==> src/rtl/cla_pkg.sv <==
package cla_pkg;
    // Classification of one bit pair with respect to an incoming carry.
    typedef enum logic [1:0] {
        BIT_KILL = 2'd0,
        BIT_PASS = 2'd1,
        BIT_GEN  = 2'd2
    } bit_class_e;

    function automatic bit_class_e classify(input logic a, input logic b);
        if (a & b)      return BIT_GEN;
        else if (a ^ b) return BIT_PASS;
        else            return BIT_KILL;
    endfunction
endpackage

==> src/rtl/cla_pg_cell.sv <==
module cla_pg_cell
    import cla_pkg::*;
(
    input  logic a_i,
    input  logic b_i,
    output logic g_o,
    output logic p_o
);
    always_comb begin
        g_o = a_i & b_i;
        p_o = a_i ^ b_i;
    end


    always_comb begin
        bit_class_chk: assert ((classify(a_i, b_i) == BIT_GEN) == g_o &&
                               (classify(a_i, b_i) == BIT_PASS) == p_o);
    end
endmodule

==> src/rtl/cla_lookahead.sv <==
module cla_lookahead #(
    parameter int unsigned N = 4
) (
    input  logic [N-1:0] g_i,
    input  logic [N-1:0] p_i,
    input  logic         c_i,
    output logic [N:0]   c_o,      // c_o[k] = carry into position k, c_o[N] = carry out
    output logic         grp_g_o,
    output logic         grp_p_o
);
    // Each carry is a flat sum of products once the loops unroll.
    always_comb begin
        logic prod;
        logic term;
        c_o[0] = c_i;
        for (int i = 0; i < int'(N); i++) begin
            term = 1'b0;
            prod = 1'b1;
            for (int j = i; j >= 0; j--) begin
                term = term | (g_i[j] & prod);
                prod = prod & p_i[j];
            end
            c_o[i+1] = term | (prod & c_i);
        end
    end

    always_comb begin
        logic prod;
        grp_g_o = 1'b0;
        prod    = 1'b1;
        for (int j = int'(N) - 1; j >= 0; j--) begin
            grp_g_o = grp_g_o | (g_i[j] & prod);
            prod    = prod & p_i[j];
        end
        grp_p_o = &p_i;
    end


    always_comb begin
        if (&p_i) pass_chain_chk: assert (c_o[N] == c_i);
    end


    always_comb begin
        if (!g_i[N-1] && !p_i[N-1]) top_kill_chk: assert (!c_o[N]);
    end
endmodule

==> src/rtl/cla_adder16.sv <==
module cla_adder16 #(
    parameter int unsigned GROUP_W    = 4,
    parameter int unsigned NUM_GROUPS = 4
) (
    input  logic                            clk,
    input  logic                            rst_n,
    input  logic [GROUP_W*NUM_GROUPS-1:0]   op_a,
    input  logic [GROUP_W*NUM_GROUPS-1:0]   op_b,
    input  logic                            carry_in,
    output logic [GROUP_W*NUM_GROUPS-1:0]   sum,
    output logic                            carry_out,
    output logic                            blk_gen,
    output logic                            blk_prop
);
    localparam int unsigned WIDTH = GROUP_W * NUM_GROUPS;

    typedef struct packed {
        logic [WIDTH-1:0] sum;
        logic             cout;
        logic             gen;
        logic             prop;
    } out_state_t;

    logic [WIDTH-1:0]      bit_g, bit_p, bit_c;
    logic [NUM_GROUPS-1:0] grp_g, grp_p;
    logic [NUM_GROUPS:0]   grp_c;
    logic [NUM_GROUPS-1:0] grp_top_c;
    logic                  top_g, top_p;
    out_state_t            st_d, st_q;

    // First level: bit cells and a lookahead unit per group.
    for (genvar gi = 0; gi < NUM_GROUPS; gi++) begin : g_group
        logic [GROUP_W:0] c_loc;
        for (genvar bi = 0; bi < GROUP_W; bi++) begin : g_bit
            cla_pg_cell u_pg (
                .a_i (op_a[gi*GROUP_W+bi]),
                .b_i (op_b[gi*GROUP_W+bi]),
                .g_o (bit_g[gi*GROUP_W+bi]),
                .p_o (bit_p[gi*GROUP_W+bi])
            );
        end
        cla_lookahead #(.N(GROUP_W)) u_la (
            .g_i     (bit_g[gi*GROUP_W +: GROUP_W]),
            .p_i     (bit_p[gi*GROUP_W +: GROUP_W]),
            .c_i     (grp_c[gi]),
            .c_o     (c_loc),
            .grp_g_o (grp_g[gi]),
            .grp_p_o (grp_p[gi])
        );
        assign bit_c[gi*GROUP_W +: GROUP_W] = c_loc[GROUP_W-1:0];
        assign grp_top_c[gi]                = c_loc[GROUP_W];
    end

    // Second level: same equations over the group pairs.
    cla_lookahead #(.N(NUM_GROUPS)) u_la_top (
        .g_i     (grp_g),
        .p_i     (grp_p),
        .c_i     (carry_in),
        .c_o     (grp_c),
        .grp_g_o (top_g),
        .grp_p_o (top_p)
    );

    always_comb begin
        st_d.sum  = bit_p ^ bit_c;
        st_d.cout = grp_c[NUM_GROUPS];
        st_d.gen  = top_g;
        st_d.prop = top_p;
    end

    always_ff @(posedge clk or negedge rst_n) begin
        if (!rst_n) st_q <= '0;
        else        st_q <= st_d;
    end

    assign sum       = st_q.sum;
    assign carry_out = st_q.cout;
    assign blk_gen   = st_q.gen;
    assign blk_prop  = st_q.prop;

    // Assertion support: set once one operand set has been registered.
    logic primed_q;
    always_ff @(posedge clk or negedge rst_n) begin
        if (!rst_n) primed_q <= 1'b0;
        else        primed_q <= 1'b1;
    end


    sum_model_chk: assert property (@(posedge clk) disable iff (!rst_n)
        primed_q |-> {carry_out, sum} ==
                     $past({1'b0, op_a} + {1'b0, op_b} + {{WIDTH{1'b0}}, carry_in}));


    grp_carry_chk: assert property (@(posedge clk) disable iff (!rst_n)
        grp_top_c[NUM_GROUPS-1] == grp_c[NUM_GROUPS] &&
        grp_top_c[NUM_GROUPS-2:0] == grp_c[NUM_GROUPS-1:1]);


    reset_clear_chk: assert property (@(posedge clk)
        !rst_n |=> (sum == '0 && !carry_out && !blk_gen && !blk_prop));


    blk_prop_chk: assert property (@(posedge clk) disable iff (!rst_n)
        primed_q |-> blk_prop == $past(&(op_a ^ op_b)));


    blk_gen_chk: assert property (@(posedge clk) disable iff (!rst_n)
        primed_q |-> blk_gen == $past(({1'b0, op_a} + {1'b0, op_b}) >> WIDTH != 0));


    cascade_chk: assert property (@(posedge clk) disable iff (!rst_n)
        primed_q |-> carry_out == (blk_gen | (blk_prop & $past(carry_in))));
endmodule

==> config.mk <==
export PLATFORM = sky130hd
export DESIGN_NAME = cla_adder16
export DESIGN_NICKNAME = d
export VERILOG_FILES = /design/src/rtl/cla_pkg.sv /design/src/rtl/cla_pg_cell.sv /design/src/rtl/cla_lookahead.sv /design/src/rtl/cla_adder16.sv
export SDC_FILE = /design/constraint.sdc
export NUM_CORES = 1
export LEC_CHECK = 0
export BUFFER_PORTS_ARGS = -buffer_cell sky130_fd_sc_hd__buf_2
export CAP_MARGIN = 0
export CORE_UTILIZATION = 43
export CTS_CLUSTER_SIZE = 14
export DETAILED_ROUTE_END_ITERATION = 7
export PLACE_DENSITY = 0.75
export SLEW_MARGIN = 0
export SYNTH_ARGS = -nofsm -noshare
export SYNTH_HDL_FRONTEND = slang
export SYNTH_SLANG_ARGS = --single-unit
export TNS_END_PERCENT = 10
==> constraint.sdc <==
create_clock -name clk -period 0.8 [get_ports clk]
set_input_delay 0.08 -clock clk [delete_from_list [all_inputs] [get_ports clk]]
set_output_delay 0.08 -clock clk [all_outputs]
set_load 0.02 [all_outputs]
After elaboration in Yosys (flattened, before gate mapping). Cells that the tools add are included.

Flip-flop bits (word level): 19. Logic and storage cells: 160. Bits of input ports: 35.

Bitwise operators: 151. Reductions and logical operators: 5.

Operators by type and width (number): bitwise AND 1 bit (88); bitwise OR 1 bit (46); AND reduction 16 bit (1); AND reduction 4 bit (4); bitwise XOR 1 bit (16); bitwise XOR 16 bit (1).

Logic depth before layout (Yosys ltp). Gate-level depths: netlist (run 1).

Word-level depth: 12. Depth in mapped cells: 7.

By module. Synthesis (run 1) repeated with hierarchy kept, for this count alone.

Cell total of the unflattened synthesis: 116. Area, all modules: 1216.2 um^2.

By module, submodules not included: cla_adder16 (sequential area each 475.5 um^2, cells each 35, times used 1, area each 615.6 um^2); cla_lookahead (sequential area each 0.0 um^2, cells each 13, times used 5, area each 80.1 um^2); cla_pg_cell (sequential area each 0.0 um^2, cells each 1, times used 16, area each 12.5 um^2).

Worst setup path after synthesis (run 1). OpenSTA, ideal clock, no wires.

Path kind: input -> register. Start: in op_a[5]. End: reg st_q (netlist bit sum[13]). Path slack: -991 ps. Stages: 7. Setup time: 128 ps. Arrival: 1662 ps. Required time: 672 ps. Path through: ha_1 a21o_4 a31o_2 nand2_1 nand3b_1 fa_1 xor2_1.

RTL lines: start, declared (line cla_adder16.sv:7) `input logic [GROUP_W*NUM_GROUPS-1:0] op_a,`; end signal, assigned (line cla_adder16.sv:73) `else st_q <= st_d;`; end, declared (line cla_adder16.sv:29) `out_state_t st_d, st_q;`.

==> results of run 1 <==
## timing repair
item,4_1_cts,5_1_grt
hold buffers,1,0
resized for setup,41,12
pin swaps,22,11
setup endpoints to repair,36,36
setup buffers,11,1
hold endpoints to repair,19,0
## critical path, cell delays in order
cell and delay, ns:
buf_6 0.10, ha_4 0.29, nand4_1 0.18, o221ai_4 0.23
buf_4 0.17, a21o_1 0.14, fa_2 0.44
## how the worst min path moves through the flow
| stage | startpoint | to |
|---|---|---|
| after floorplan | rst_n | blk_gen |
| after global placement | rst_n | sum[4] |
| after detailed placement | rst_n | sum[3] |
| after CTS | carry_in | carry_out |
| after global routing | op_a[12] | sum[12] |
| final | op_b[0] | sum[0] |
## per-layer routing
| metal | share of wire, % | GRT usage [%] |
|---|---|---|
| met1 | 38 | 26.5 |
| met2 | 52 | 45.2 |
| met3 | 6.1 | 3.85 |
| met4 | 3.6 | 9.76 |
| met5 | 0 | 0 |
## per-stage QoR
stage	TNS, ns	setup slack (ns)	util, %
final	-9.71	-0.644	84.0
after global routing	-10.75	-0.687	84.0
after CTS	-8.64	-0.618	81.9
after detailed placement	-13.16	-1.02	70.5
after global placement	-12.66	-0.980	70.5
after floorplan	-8.92	-0.816	-
## synth_stat cells, types with 2 or more instances
master | n | share of area [%]
a211oi_1 | 3 | 1.7
a21o_1 | 5 | 2.8
a21oi_1 | 7 | 2.7
a21oi_2 | 2 | 1.3
dfrtp_1 | 19 | 36
fa_1 | 4 | 6.1
ha_1 | 16 | 15
inv_1 | 6 | 1.7
nand2_1 | 9 | 2.6
nand3_1 | 2 | 0.76
nand3b_1 | 2 | 1.1
nand4_1 | 3 | 1.4
nor2_1 | 4 | 1.1
nor2b_1 | 2 | 0.95
nor3_1 | 2 | 0.76
o211ai_1 | 3 | 1.7
o21ai_0 | 8 | 3.0
xnor2_1 | 4 | 2.7
xor2_1 | 5 | 3.3
## power by group through the flow
stage               clock (mW)  combinational, mW  sequential [mW]
finish                   0.505               1.81             1.19
global route             0.525               1.93             1.20
CTS                      0.480               1.67             1.18
detailed placement           0               1.47             1.20
global placement             0               1.42             1.20
floorplan                    0              0.569             1.45
## area by class of cell
| cell class | count | area, sq um | share of cell area (%) |
|---|---|---|---|
| clock buffer | 4 | 26.3 | 1.11 |
| inverter | 6 | 22.5 | 0.947 |
| multi-input combinational | 98 | 1050 | 44.0 |
| sequential | 19 | 475 | 20.0 |
| tap | 31 | 38.8 | 1.63 |
| timing repair buffer | 105 | 768 | 32.3 |
## state kept, by name, summed over array words and instances, names as in the netlist
name,flops
blk_prop,1
blk_gen,1
sum,16
carry_out,1
## kinds of logic (layout without fill, tap and decap cells)
logic type,Yosys count,count (layout),share of synthesized area [%]
flops,19,19,36.1
mux,1,1,0.760
simple gates,30,30,12.2
compound gates,38,38,22.0
buf+inv,6,115,1.71
fa+ha+maj,20,20,21.3
xor+xnor,9,9,5.98
==> run summary, run 1 <==
The flow ran to the end, but the final reports show violations. The final reports fail on DRC, setup timing. After synthesis, flip-flops and latches occupy 36.1% of the total area. The most used flip-flop cell after synthesis is dfrtp_1. The nature of the critical path startpoint is an input pin. The cell count of the worst hold path is 4, and the worst slew margin relative to its limit is 71.4%. Dividing the detail-routed via count by the number of cells gives 5.41. The tools report the fraction of power consumed by combinational cells as 51.5%. The number of clock buffers added by TritonCTS is 3.

The tools report the final-report hold violation count as 0. Tracing the worst setup path back leads to its startpoint at op_b[3]. For the pin with the worst max-slew slack, the measured transition is 0.429 ns. The synthesized design contains 19 register bits.

The post-layout net count is 288. In this run, the clock network consumes 14.4% of the power. For the worst setup slack after layout, the log shows -0.644 ns. The final-layout fill cell count was 142; the detailed-route wire length per cell was 16.9 microns. The tools report the max-cap violation count as 0. For the placer congestion estimate, the log shows 0.834.

The tools report the total power draw as 3.51 mW. The final standard cell count with taps included and fillers excluded was 263. In the global route stage, overall resource usage came out at 24.0%.

Row generation in the floorplan step produced 19 rows. The finished cells cover 2380 sq um. For this block, the routed nets add up to 4.44 mm of wire.

The library cells used most frequently in the layout, excluding fill and tap cells, are buf_4 (45), buf_2 (39), buf_6 (20). Most common library cell in the layout ignoring fill and taps: buf_4. The capture point of the worst path was sum[8]. The largest fanout on the critical path is 4. After technology mapping, the gate count stands at 123.

The switching share of total power came out at 36.7%. Setup repair after global routing could not meet its margin everywhere. Setup violations remaining at the end of the flow were counted as 35. Counting distinct cell types in the post-synthesis netlist gives 36. The share of the clock period used by the worst path is 181%.

The first routing iteration left 64 violations. For the total number of yosys warnings, the log shows 0. TritonCTS built the clock tree. The first-pass detailed-route iteration total was 6; the worst endpoint data arrival time was 1.63 ns.

In this run the power spent charging and discharging nets is 1.29 mW. The worst setup path is captured at a register. In this run the clock root is driven by a clkbuf_4. Timing would allow up to 0.692 GHz. The count of buffers added on input and output ports is 53. The path class of the tightest hold or removal check is input pin to register. The repair_antennas step left the layout with diodes totalling 0. The critical path is of the input pin to register type. The run gives 0 as the initial antenna violation count. The total count of max-transition violations in the final report is 0. The first global-routing pass estimated 6.14 mm of wire. The standby leakage power is 1.14 nW. In this run, synthesis inferred 0 flip-flops with an integrated enable. In this run, placement finished with an instance count of 246. Area of placed instances: 1990 sq um. The maximum count of clock buffers along a single path was 2; the fraction of final layout cells sized beyond drive strength 1 was 60.3%. The region available for standard cell placement spans 2830 sq um. From synthesis to final layout, the design area changed by 80.4%.

The number of top-level pins is 54, and the clock period minus final worst setup slack is 1.44 ns. VDD sags by at most 646 uV. The worst-case hold slack is 0.173 ns. The net count after synthesis came out at 178. The clock-pin slew on the worst setup and hold paths is 0.11 ns, and the HPWL after detailed placement is 2.66 mm.

The power per cell area is 1470 nW/um^2, and the pin count of the biggest net entering global routing is 20. The detail route stage leaves a number of antenna-violating nets equal to 0. Registers are responsible for 34.1% of the overall power.

After synthesis the cells add up to 1320 sq um. In the synthesized netlist the async set-or-reset flop fraction comes to 100%. Clock tree synthesis found a total of 19 sinks.

The die is 57.4 microns wide. The per-instance average area after synthesis came out at 10.7 sq um. The logs give 0.98 ns for the required time at the worst-slack endpoint and 1423 for the overall via count from detail_route. The run gives 1 as the number of levels the H-tree was split into. The die covers 3290 sq um. The run gives 1442 as the number of global-route vias before repair.

The total grt overflow was 0. Internal power comes to 2.22 mW. Post-detailed-route DRC marker count: 7.

The die is 57.4 microns tall. Effective utilization at floorplan: 46.6%.
(Power assumes the default switching activity.)
==> inputs of run 2 (changes only) <==
--- a/config.mk
+++ b/config.mk
@@ -5,6 +5,7 @@
 export SDC_FILE = /design/constraint.sdc
 export NUM_CORES = 1
 export LEC_CHECK = 0
+export ABC_AREA = 1
 export BUFFER_PORTS_ARGS = -buffer_cell sky130_fd_sc_hd__buf_2
 export CAP_MARGIN = 0
 export CORE_UTILIZATION = 43
==> run summary, run 2 <==
The cell count of the worst hold path was 4. The sequential share of the synthesized area came out at 35.4%. In the layout the commonest cells are buf_2 (38), buf_4 (34), nand2_1 (28). In this run the tool buffered the top-level ports with 53 buffer cells.

The run gives 19 as the clock sink count. The worst setup path is of the input pin to register kind. Data on the critical path arrives at its endpoint at 1.49 ns.

STA classifies the critical path endpoint as a register. After layout, the worst path uses 155% of the clock period. 54 I/O pins were placed.

The worst hold path belongs to the class input pin to register. The first routing iteration left 35 violations. The effective utilization at floorplan was 47.1%.

The flow ran to the end, but the final reports show violations. Among all cell types in the netlist, the one instantiated most often is nand2_1. Of all flip-flops after synthesis, the portion carrying an async set or reset was 100%. The cell at the root of the clock tree was clkbuf_4. The nature of the critical path startpoint is an input pin.

The worst ir drop on vdd came out at 995 uV. Among all flip-flop cells after synthesis, the most frequent one is dfrtp_1. Counting along the longest clock path gives a buffer depth of 2. The critical path runs through a total of 9 cells.

The tools report the number of global-route vias before repair as 1424. By area the synthesized netlist is led by dfrtp_1 (35%), ha_1 (15%), nand2_1 (11%). Of all nets on the critical path, the largest fanout is 3. The first detailed-routing pass ran for 7 iterations. The required time at the worst-slack endpoint came out at 1.06 ns.

The HPWL after detailed placement is 2.61 mm, and the remaining number of nets flagged by the antenna check after routing is 0. For this run, design rule violations remaining after detail routing come to 4. The final reports fail on DRC, setup timing.

Row generation in the floorplan step produced 19 rows. The die covers 3350 sq um. The tools report the number of levels the H-tree was split into as 1.

The first global-routing pass estimated 5.70 mm of wire. Setup repair after global routing could not meet its margin everywhere. For this design, the slowest cell found on the critical path is fa_2. The placer congestion estimate was 0.913; the initial antenna violation count was 0. The area growth from synthesis to layout is 69.7%. The count of buffering cells on the critical path with inverters included was 1; the number of setup violations in the final report was 34. The logs give 207 for the net count after synthesis and 0.808 GHz for the maximum frequency from static timing analysis. Entering global routing, the biggest net connects 20 pins. After routing, the total negative slack on setup checks comes to -6.25 ns. Of the post-synthesis cell area, the dominant cell type holds 35.4%. In this run, synthesis produced a sequential element count of 19. Of all cell types, the one taking the most synthesized area is dfrtp_1. Summed over all cells, the static leakage comes to 1.20 nW. The floorplan step set the die width to 57.9 microns. The most common cell type on the critical path was nand2_2. Summed over all layers, the global routing overflow is 0.

Using the TritonRoute via totals, the vias-per-cell ratio works out to 4.93. The routed design could run at a clock period as short as 1.24 ns. The synthesized design contains 0 enable-type register cells. In the final layout, the share of cells above drive strength 1 is 60.2%. The count of unique library cells instantiated by Yosys is 25, and the overall routing resource usage is 22.2%. Cell count after synthesis: 152. Final-report hold violation count: 0. Dividing the synthesized area by the synthesized cell count gives 8.83 sq um.

At the pin with the least slew margin, the transition time is 0.438 ns. The worst setup slack after layout was -0.437 ns; the worst-case hold slack was 0.109 ns. TritonCTS built the clock tree. The finished cells cover 2280 sq um.

The worst slew margin relative to its limit was 70.8%. For this run, the slowest stage of the critical path takes 0.53 ns. Dividing total power by cell area gives a power density of 1450 nW/um^2. 0 antenna diodes ended up in the layout. The run gives 0 as the max-cap violation count. The synthesized netlist occupies a cell area of 1340 sq um. The run gives 1990 sq um as the area of placed instances.

Counting instances in the post-synthesis netlist gives the leading cell types as nand2_1 (41), inv_1 (21), dfrtp_1 (19). The total wirelength of the detailed-routed design is 3.46 mm, and the post-layout net count is 300. Summing over every cut layer, the via total after detailed routing is 1356. In the final routed layout, each cell accounts on average for 12.6 microns. The floorplan step defined a core boundary enclosing 2850 sq um. The die is 57.9 microns tall. The number of clock buffers added by TritonCTS is 3. After clock tree synthesis, the clock-pin slew on the worst setup and hold paths is 0.11 ns.

The total count of max-transition violations in the final report came out at 0. The library cell used most frequently in the layout, excluding fill and tap cells, is buf_2. Grouping stages by cell kind, the critical path spends the most delay in adder cells.

The flip-flop count of the largest register, all copies and words added was 16; the total number of yosys warnings was 0. The critical path goes through buf_6, ha_4, nand2_2, nand2_2, nand2_2, nand2_2, a21oi_2, nand2_2, fa_2. The design draws 3.30 mW.
## run 2: cell count changes after synthesis, sizes merged, moves of 3 or more
cell	previous run	this run
nand3	2	10
nand2	9	49
inv	6	22
o211ai	3	0
a21o	7	2
o21ai	8	0
## run 2: area by class of cell
class / count / area, sq um
Clock buffer: 3 / 22.5
Fill cell: 179 / 574
Clock inverter: 1 / 5.00
Sequential cell: 19 / 475
Multi-Input combinational cell: 111 / 1030
Timing Repair Buffer: 88 / 624
Inverter: 22 / 82.6
Tap cell: 31 / 38.8
## run 2: power breakdown
group / switching [mW] / leakage (nW) / internal (mW)
combinational: 0.863 / 0.956 / 0.770
sequential: 0.0396 / 0.226 / 1.13
clock: 0.316 / 0.0177 / 0.187
## run 2: logic make-up (layout without fill, tap and decap cells)
kind of cell               after synthesis  after routing  synth area share (%)
buffers and inverters                   22            114                  6.15
DFF                                     19             19                  35.4
AOI/OAI and AO/OA                       14             14                  7.18
xor gates and xnor gates                 7              7                  4.57
adders and majority gates               20             20                  20.9
and+or+nand+nor                         70             70                  25.8
## run 2: what timing repair did
item	CTS	global route
setup endpoints to repair	35	35
hold buffers	1	0
buffers inserted	5	2
pin swaps	27	23
gates resized for setup	24	24
hold endpoints to repair	19	0
cloned	0	0
## run 2: worst paths after layout
path | from | end | slack (ns)
max in group asynchronous | rst_n | sum[3] | 0.27
min | carry_in | carry_out | 0.11
min in group asynchronous | rst_n | sum[9] | 0.23
max | op_b[5] | sum[8] | -0.44
## run 2: metal layers
metal | global-route usage (%) | vias to the layer above | part of all wire [%]
met5 | 0 | - | 0
met4 | 8.16 | 0 | 0.87
met3 | 3.79 | 4 | 4.5
met2 | 44.7 | 42 | 57
met1 | 22.3 | 639 | 38
li1 | - | 671 | -
## run 2: stage by stage
step | setup WS, ns | util (%) | std cells
2_1_floorplan | -0.616 | - | 152
3_3_place_gp | -0.782 | 69.9 | 265
6_report | -0.437 | 79.9 | 275
5_1_grt | -0.488 | 79.9 | 275
4_1_cts | -0.423 | 76.1 | 275
3_5_place_dp | -0.811 | 69.9 | 265
## run 2: tightest hold or removal path: cells and delay by family
kind	cells	cell delay [ns]
and+or+nand+nor	2	0.10
buffers and inverters	2	0.21
